[src/rtl/fba_pkg.sv]
package fba_pkg;
  typedef enum logic {
    OWN_IDLE = 1'b0,
    OWN_HELD = 1'b1
  } own_e;
endpackage

[src/rtl/fba_arrival.sv]
// Per-node arrival tracking: pending flag plus the time the request rose.
module fba_arrival #(
  parameter int N    = 4,
  parameter int TS_W = 8
) (
  input  logic              clk,
  input  logic              rst,
  input  logic [N-1:0]      req,
  input  logic              fire,
  input  logic [N-1:0]      win_oh,
  output logic [N-1:0]      pend,
  output logic [N*TS_W-1:0] stamp,
  output logic [TS_W-1:0]   now
);
  logic [N-1:0] req_q;

  always_ff @(posedge clk) begin
    if (rst) begin
      now   <= '0;
      req_q <= '0;
    end else begin
      now   <= now + 1'b1;
      req_q <= req;
    end
  end

  for (genvar g = 0; g < N; g++) begin : g_node
    always_ff @(posedge clk) begin
      if (rst) begin
        pend[g]                <= 1'b0;
        stamp[g*TS_W +: TS_W]  <= '0;
      end else if (!req[g]) begin
        pend[g] <= 1'b0;
      end else if (!req_q[g]) begin
        pend[g]               <= 1'b1;
        stamp[g*TS_W +: TS_W] <= now;
      end else if (fire && win_oh[g]) begin
        pend[g] <= 1'b0;
      end
    end

    // a lowered request leaves the pending set
    a_r9_drop_clears: assert property (@(posedge clk) disable iff (rst)
      !req[g] |=> !pend[g]);
  end
endmodule

[src/rtl/fba_fairness.sv]
// Permission flags per node and the urgent-share counter.
module fba_fairness #(
  parameter int N     = 4,
  parameter int RATIO = 3
) (
  input  logic         clk,
  input  logic         rst,
  input  logic         interval_start,
  input  logic [N-1:0] cand,
  input  logic [N-1:0] urgent,
  input  logic         fire,
  input  logic [N-1:0] win_oh,
  input  logic         win_urgent,
  output logic [N-1:0] elig
);
  localparam int CNT_W = $clog2(RATIO + 1);
  localparam logic [CNT_W-1:0] CNT_MAX = CNT_W'(RATIO);

  logic [N-1:0]     en;
  logic [N-1:0]     norm_ok;
  logic [CNT_W-1:0] ucnt;
  logic             hold_urg;

  always_comb begin
    norm_ok  = cand & ~urgent & en;
    hold_urg = (ucnt == CNT_MAX) && (|norm_ok);
    elig     = norm_ok | (cand & urgent & {N{~hold_urg}});
  end

  always_ff @(posedge clk) begin
    if (rst) begin
      en   <= '1;
      ucnt <= '0;
    end else begin
      if (interval_start)
        en <= '1;
      else if (fire)
        en <= en & ~win_oh;
      if (fire) begin
        if (!win_urgent)
          ucnt <= '0;
        else if (ucnt != CNT_MAX)
          ucnt <= ucnt + 1'b1;
      end
    end
  end

  // every permission restored after an interval pulse
  a_r3_interval_sets: assert property (@(posedge clk) disable iff (rst)
    interval_start |=> (&en));

  // a normal winner loses its permission
  a_r4_flag_spent: assert property (@(posedge clk) disable iff (rst)
    (fire && !win_urgent && !interval_start) |=> ((en & $past(win_oh)) == '0));

  // a normal grant restarts the urgent count
  a_r6_count_restart: assert property (@(posedge clk) disable iff (rst)
    (fire && !win_urgent) |=> (ucnt == '0));
endmodule

[src/rtl/fba_select.sv]
// Oldest-first selection with depth and number as tie-breaks.
module fba_select #(
  parameter int N       = 4,
  parameter int DEPTH_W = 3,
  parameter int ID_W    = 4,
  parameter int TS_W    = 8
) (
  input  logic [N-1:0]         elig,
  input  logic [TS_W-1:0]      now,
  input  logic [N*TS_W-1:0]    stamp,
  input  logic [N*DEPTH_W-1:0] depth,
  input  logic [N*ID_W-1:0]    ids,
  output logic [N-1:0]         win_oh,
  output logic                 any
);
  logic [TS_W-1:0]    best_age, cur_age;
  logic [DEPTH_W-1:0] best_dep, cur_dep;
  logic [ID_W-1:0]    best_id, cur_id;
  logic               better;

  always_comb begin
    win_oh   = '0;
    any      = 1'b0;
    best_age = '0;
    best_dep = '0;
    best_id  = '0;
    cur_age  = '0;
    cur_dep  = '0;
    cur_id   = '0;
    better   = 1'b0;
    for (int i = 0; i < N; i++) begin
      cur_age = now - stamp[i*TS_W +: TS_W];
      cur_dep = depth[i*DEPTH_W +: DEPTH_W];
      cur_id  = ids[i*ID_W +: ID_W];
      better  = (cur_age > best_age) ||
                ((cur_age == best_age) && (cur_dep < best_dep)) ||
                ((cur_age == best_age) && (cur_dep == best_dep) && (cur_id < best_id));
      if (elig[i] && (!any || better)) begin
        any      = 1'b1;
        win_oh   = N'(1) << i;
        best_age = cur_age;
        best_dep = cur_dep;
        best_id  = cur_id;
      end
    end
  end
endmodule

[src/rtl/fair_bus_arbiter.sv]
module fair_bus_arbiter #(
  parameter int N_NODES      = 4,
  parameter int DEPTH_W      = 3,
  parameter int ID_W         = 4,
  parameter int TS_W         = 8,
  parameter int URGENT_RATIO = 3
) (
  input  logic                       clk,
  input  logic                       rst,
  input  logic [N_NODES-1:0]         req,
  input  logic [N_NODES*DEPTH_W-1:0] node_depth,
  input  logic [N_NODES*ID_W-1:0]    node_id,
  input  logic [N_NODES-1:0]         node_urgent,
  input  logic                       interval_start,
  input  logic                       bus_release,
  output logic [N_NODES-1:0]         grant,
  output logic                       grant_valid
);
  import fba_pkg::*;

  own_e                      own_q;
  logic [N_NODES-1:0]        pend, elig, win_oh;
  logic [N_NODES*TS_W-1:0]   stamp;
  logic [TS_W-1:0]           now;
  logic                      any, fire, win_urgent;

  assign fire       = (own_q == OWN_IDLE) && any;
  assign win_urgent = |(win_oh & node_urgent);

  fba_arrival #(.N(N_NODES), .TS_W(TS_W)) u_arrival (
    .clk(clk), .rst(rst), .req(req), .fire(fire), .win_oh(win_oh),
    .pend(pend), .stamp(stamp), .now(now)
  );

  fba_fairness #(.N(N_NODES), .RATIO(URGENT_RATIO)) u_fair (
    .clk(clk), .rst(rst), .interval_start(interval_start),
    .cand(pend & req), .urgent(node_urgent), .fire(fire),
    .win_oh(win_oh), .win_urgent(win_urgent), .elig(elig)
  );

  fba_select #(.N(N_NODES), .DEPTH_W(DEPTH_W), .ID_W(ID_W), .TS_W(TS_W)) u_sel (
    .elig(elig), .now(now), .stamp(stamp), .depth(node_depth),
    .ids(node_id), .win_oh(win_oh), .any(any)
  );

  always_ff @(posedge clk) begin
    if (rst) begin
      own_q       <= OWN_IDLE;
      grant       <= '0;
      grant_valid <= 1'b0;
    end else begin
      grant_valid <= fire;
      if (own_q == OWN_HELD && bus_release) begin
        own_q <= OWN_IDLE;
        grant <= '0;
      end else if (fire) begin
        own_q <= OWN_HELD;
        grant <= win_oh;
      end
    end
  end

  // never more than one owner
  a_r7_onehot: assert property (@(posedge clk) disable iff (rst)
    $onehot0(grant));

  // the strobe accompanies exactly one owner
  a_r7_valid_owner: assert property (@(posedge clk) disable iff (rst)
    grant_valid |-> ($countones(grant) == 1));

  // ownership is stable until released
  a_r8_hold: assert property (@(posedge clk) disable iff (rst)
    ((|grant) && !bus_release) |=> $stable(grant));

  // release empties the bus
  a_r8_release: assert property (@(posedge clk) disable iff (rst)
    ((|grant) && bus_release) |=> (grant == '0));
endmodule

[config.mk]
export PLATFORM = sky130hd
export DESIGN_NAME = fair_bus_arbiter
export DESIGN_NICKNAME = d
export VERILOG_FILES = /design/src/rtl/fba_pkg.sv /design/src/rtl/fba_arrival.sv /design/src/rtl/fba_fairness.sv /design/src/rtl/fba_select.sv /design/src/rtl/fair_bus_arbiter.sv
export SDC_FILE = /design/constraint.sdc
export NUM_CORES = 1
export LEC_CHECK = 0
export BUFFER_PORTS_ARGS = -buffer_cell sky130_fd_sc_hd__buf_2
export CORE_MARGIN = 5
export CORE_UTILIZATION = 54
export CTS_CLUSTER_SIZE = 10
export DETAILED_ROUTE_END_ITERATION = 10
export PLACE_DENSITY = 0.84
export SLEW_MARGIN = 20
export SYNTH_ARGS = -nofsm -noshare
export SYNTH_HDL_FRONTEND = slang
export SYNTH_SLANG_ARGS = --single-unit
[constraint.sdc]
create_clock -name clk -period 20.4 [get_ports clk]
set_input_delay 2.04 -clock clk [delete_from_list [all_inputs] [get_ports clk]]
set_output_delay 2.04 -clock clk [all_outputs]
set_load 0.05 [all_outputs]
Word-level counts from Yosys, hierarchy flattened

Index checks and enable logic that the tools add are counted.

Flip-flop bits (word level): 60
Input port bits: 40
Output and inout port bits: 5

Add/sub/neg operators: 6
Order comparisons: 9
Eq/ne operators: 13
Muxes and demuxes: 27
Bitwise gates (word level): 20
Reductions and logical operators: 44

Operators by type and width:

| kind                                                           | number |
|---|---|
| 8-bit subtractor                                               | 4 |
| 4-bit bitwise AND                                              | 7 |
| 8-bit equality test                                            | 3 |
| 8-bit > comparator                                             | 3 |
| 4-bit two-way mux                                              | 6 |
| 8-bit two-way mux                                              | 3 |
| 1-bit logical AND                                              | 19 |
| 1-bit two-way mux                                              | 13 |
| 4-bit less-than comparator                                     | 3 |
| 2-bit inequality test (second input constant)                  | 6 |
| 2-bit OR reduction                                             | 6 |
| 1-bit NOT                                                      | 10 |
| 2-bit AND reduction                                            | 5 |
| 3-bit equality test                                            | 3 |
| 1-bit logical OR                                               | 9 |
| 3-bit less-than comparator                                     | 3 |
| 3-bit two-way mux                                              | 3 |
| 8-bit by 1-bit adder with 8-bit output (second input constant) | 1 |
| 4-bit NOT                                                      | 2 |
| 4-bit OR reduction                                             | 2 |
| 2-bit two-way mux                                              | 2 |
| 4-bit OR                                                       | 1 |
| 1-bit logical NOT                                              | 3 |
| 2-bit by 1-bit adder with 2-bit output (second input constant) | 1 |
| 2-bit equality test (second input constant)                    | 1 |

Depth between registers and ports, before layout

Word-level depth: 34
Gate-level depth with buffers: 44
Depth with buffers taken out: 41

By module

A second synthesis with hierarchy kept.

Cells, all modules: 615
Area total of the unflattened synthesis: 5193.7 um^2

Modules (own cells, without submodules):

| module           | instances | cells an instance | area each (um^2) | sequential area each (um^2) |
|---|---|---|---|---|
| fba_select       | 1         | 372               | 2811.4           | 0.0 |
| fba_arrival      | 1         | 170               | 1726.7           | 960.9 |
| fair_bus_arbiter | 1         | 34                | 335.3            | 120.1 |
| fba_fairness     | 1         | 39                | 320.3            | 120.1 |

Worst setup path after synthesis

OpenSTA, ideal clock, no wires.

Path type: in2reg
Start point: in node_urgent[2]
End point: reg u_fair.en[0]
Setup time: 0.120 ns
Arrival time: 8.929 ns
Data required time: 20.280 ns
Path slack: 11.351 ns
Stages: 33
Path buffers: 3
Cell sequence: nand4b_1 a31oi_1 nor2_1 clkbuf_1 nand2_1 ha_1 nand4_1 or2_1 a211oi_1 a32oi_4 o21ai_0 nand3_1 and2_1 ha_1 nand4_1 or2_1 a211oi_1 nand3_1 a31o_2 nand2_1 clkbuf_1 clkbuf_1 a21oi_1 ha_1 a21o_1 a21o_1 a21oi_1 o21ai_0 o21ai_0 a21boi_0 a311o_1 or4_4 a211o_1

Word-level cells in the longest chain between the ends: 32

RTL lines:

| what                                                                        | RTL line               | source |
|---|---|---|
| from (decl)                                                                 | fair_bus_arbiter.sv:13 | `input logic [N_NODES-1:0] node_urgent,` |
| 4-bit NOT                                                                   | fba_fairness.sv:25     | `norm_ok = cand & ~urgent & en;` |
| 4-bit bitwise AND (2 in series)                                             | fba_fairness.sv:25     |  |
| 4-bit OR reduction                                                          | fba_fairness.sv:26     | `hold_urg = (ucnt == CNT_MAX) && (\|norm_ok);` |
| 1-bit logical AND                                                           | fba_fairness.sv:26     |  |
| 1-bit NOT                                                                   | fba_fairness.sv:27     | `elig = norm_ok \| (cand & urgent & {N{~hold_urg}});` |
| 4-bit bitwise AND                                                           | fba_fairness.sv:27     |  |
| 4-bit OR (*)                                                                | fba_fairness.sv:27     |  |
| parallel branches: the longest is 24 deep, another holds 8-bit > comparator | -                      |  |
| to (signal assigned)                                                        | fba_fairness.sv:38     | `en <= en & ~win_oh;` |
| to (decl)                                                                   | fba_fairness.sv:19     | `logic [N-1:0] en;` |

Mark *: on every way between the ends.
A chain may end at the register's enable or synchronous reset.

Final worst setup path

Ends and elaborated chain as after synthesis.

==> metrics.cfg <==
[cts]
cts.repair.resized=0
cts_buffers=9
clock_latency_ns=0.34
clk_path_buf_depth=2
cts.htree.levels=3
ctsHoldBuffers=0
cts_setup_buffers=0
clock-root-buffer=clkbuf_8
clock-sinks=60
path_clk_slew_ns=0.06
cts_tree=built

[final_layout]
mostFrequentLayoutCells=nand2_1 (74), ha_1 (72), a21oi_1 (71), nor2_1 (60), dfxtp_1 (60)
finalNonFillerCells=756
seq_area_mm2=0.001201
postLayoutCoreUtil_pct=60.37
final_common_cell=nand2_1
multi_input_area_mm2=0.003326
drive_gt1_share_pct=10.34
finalNetCount=760
area_delta_synth_final_pct=9.384
antennaDiodeCount=0
nFillCells=756
finalInstanceArea_mm2=0.005265

[critical_path]
path_max_fanout=30
slowest_stage=o21ai_0
r2r_slack_ns=10.74
crit_cells=33
reg2reg_to=u_fair.en[0]$_SDFFE_PP1P_
crit_end=u_fair.en[0]$_SDFFE_PP1P_
crit_buf_inv=2
crit_path_max_incr_delay_ns=0.75
required_ns=20.62
path_class=input pin to register
critPathArrivalTime_ns=10.03
cp_top_family=compound AO/OA/AOI/OAI gates
end_kind=register
crit_start=node_urgent[2]
cp-start-kind=input pin
rr_startpoint=u_arrival.now[1]$_SDFF_PP0_
reg2reg_depth=37

[global_routing]
grt_remaining_overflow=0
grt_max_degree=54
grt_pass1_vias=4260
antenna_found_initial=0
grt.total_usage_pct=21.68
grt_pass1_wl_um=19710

[die]
core_mm2=0.008721
core.rowCount=34
dieArea_mm2=0.01090
die_h_um=104.4
io_pins=45
initial_core_util_pct=55.19
die_w_um=104.4

[sta]
fmax_ghz=0.1020
final.setup_skew_ns=0.009417
worst-slew-pin-transition_ns=0.9775
maxSlewViolCount=0
period_needed_ns=9.808
hold_ws_ns=0.4212
setup_viol=0
post-route-period-util_pct=48.08
rsz0062_at_grt=false
finalHoldViolations=0
relSlewSlack_pct=34.83
fin_setup_tns_ns=0
worst_slack_ns=10.59

[drt]
wl_um=11680
firstDrtPassIters=6
wl_per_cell_um=15.45
drtAntennaViolNets=0
via_count=4308
drt_drc_violations_left=0
viasPerCell=5.698
drt_iter0_markers=218

[synth]
synth_nets=727
yosysUniqueCellTypes=51
synthFlopType=dfxtp_1
synth_edf_count=0
syn_inst=611
syn_avg_cell_area_um2=7.878
ys_warn_count=0
ys_seq_elements=60
yosysSeqAreaShare_pct=24.95
async_flop_share_pct=0
syn_area_mm2=0.004813

[place]
placed_area_mm2=0.005089
dp_cells=741
place_congestion=0.9080
dp_hpwl_um=8955
port_buffers=44
dp_slack_ns=10.41

[power_and_ir_drop]
p_per_area_mw_per_mm2=62.97
p_leak_nw=2.266
total_power_mw=0.3315
irDropWorstVdd_v=0.00003023

[worst_hold_path]
worst_hold_path_type=register to register

[outcome]
status=finished clean

[job]
maxCapViolations=0

## routing by layer
| layer | vias up | GRT usage, % | wire length (µm) |
|---|---|---|---|
| li1 | 2169 | - | - |
| met3 | 32 | 4.221 | 672 |
| met5 | - | 0 | 0 |
| met1 | 1975 | 26.70 | 5142 |
| met4 | 0 | 9.898 | 369 |
| met2 | 132 | 36.29 | 5497 |
## sequential cells by signal, indices dropped and copies added, names as in the netlist
signal           flops
u_arrival.stamp     32
u_arrival.pend       4
u_arrival.req_q      4
u_fair.ucnt          2
u_arrival.now        8
u_fair.en            4
grant_valid          1
grant                4
own_q                1
## worst register-to-register path: cells and delay by family, from the launching register on
family | cells | cell delay, ns
compound gates | 19 | 4.31
xor+xnor | 1 | 0.23
fa+ha+maj | 4 | 1.26
flops | 1 | 0.80
simple gates | 13 | 2.96
## power by group
part | switching (mW) | internal [mW]
combinational | 0.0618 | 0.0487
sequential | 0.00378 | 0.120
clock | 0.0474 | 0.0495
## synthesized netlist by cell type (5+ instances only)
cell / instances / area [µm²]
nand3_1: 9 / 45.04
clkbuf_1: 15 / 56.30
ha_1: 72 / 900.9
a21o_1: 12 / 90.09
nand2_1: 74 / 277.8
inv_1: 53 / 198.9
and3_1: 6 / 37.54
a21oi_1: 71 / 355.3
xor2_1: 12 / 105.1
xnor2_1: 20 / 175.2
a211o_1: 5 / 43.79
o211ai_1: 7 / 52.55
o21a_1: 6 / 45.04
mux2i_1: 18 / 180.2
o21ai_0: 12 / 60.06
nand2b_1: 8 / 50.05
dfxtp_1: 60 / 1201
nor2_1: 60 / 225.2
nand4b_1: 7 / 61.31
nand4_1: 6 / 37.54
o21bai_1: 8 / 60.06
nor2b_1: 13 / 81.33
buf_1: 7 / 26.28
## area by class of cell
type | instances | area share, %
timing repair buffer | 45 | 4.325
tap | 108 | 2.567
clock inverter | 4 | 0.4753
multi-input combinational | 475 | 63.17
sequential | 60 | 22.81
clock buffer | 11 | 2.875
inverter | 53 | 3.779
## worst min path at each step
stage                                                 to  slack, ns                     startpoint  cells past startpoint
after floorplan           u_arrival.pend[1]$_SDFFE_PP0P_       0.40  u_arrival.req_q[1]$_SDFF_PP0_                      1
after global placement    u_arrival.pend[2]$_SDFFE_PP0P_       0.41  u_arrival.req_q[2]$_SDFF_PP0_                      1
after detailed placement  u_arrival.pend[2]$_SDFFE_PP0P_       0.41  u_arrival.req_q[2]$_SDFF_PP0_                      1
after CTS                 u_arrival.pend[2]$_SDFFE_PP0P_       0.42  u_arrival.req_q[2]$_SDFF_PP0_                      1
after global routing      u_arrival.pend[2]$_SDFFE_PP0P_       0.43  u_arrival.req_q[2]$_SDFF_PP0_                      1
final                     u_arrival.pend[2]$_SDFFE_PP0P_       0.42  u_arrival.req_q[2]$_SDFF_PP0_                      1
## cell families (layout without fill, tap and decap cells)
kind of cell | Yosys count | count (layout) | share of synthesized area, %
buf+inv | 76 | 113 | 5.953
compound gates | 149 | 149 | 19.57
flops | 60 | 60 | 24.95
mux | 19 | 19 | 3.977
fa+ha+maj | 76 | 76 | 20.38
simple gates | 199 | 199 | 19.34
xor+xnor | 32 | 32 | 5.823
No activity file was read; power rests on OpenSTA's default activity.
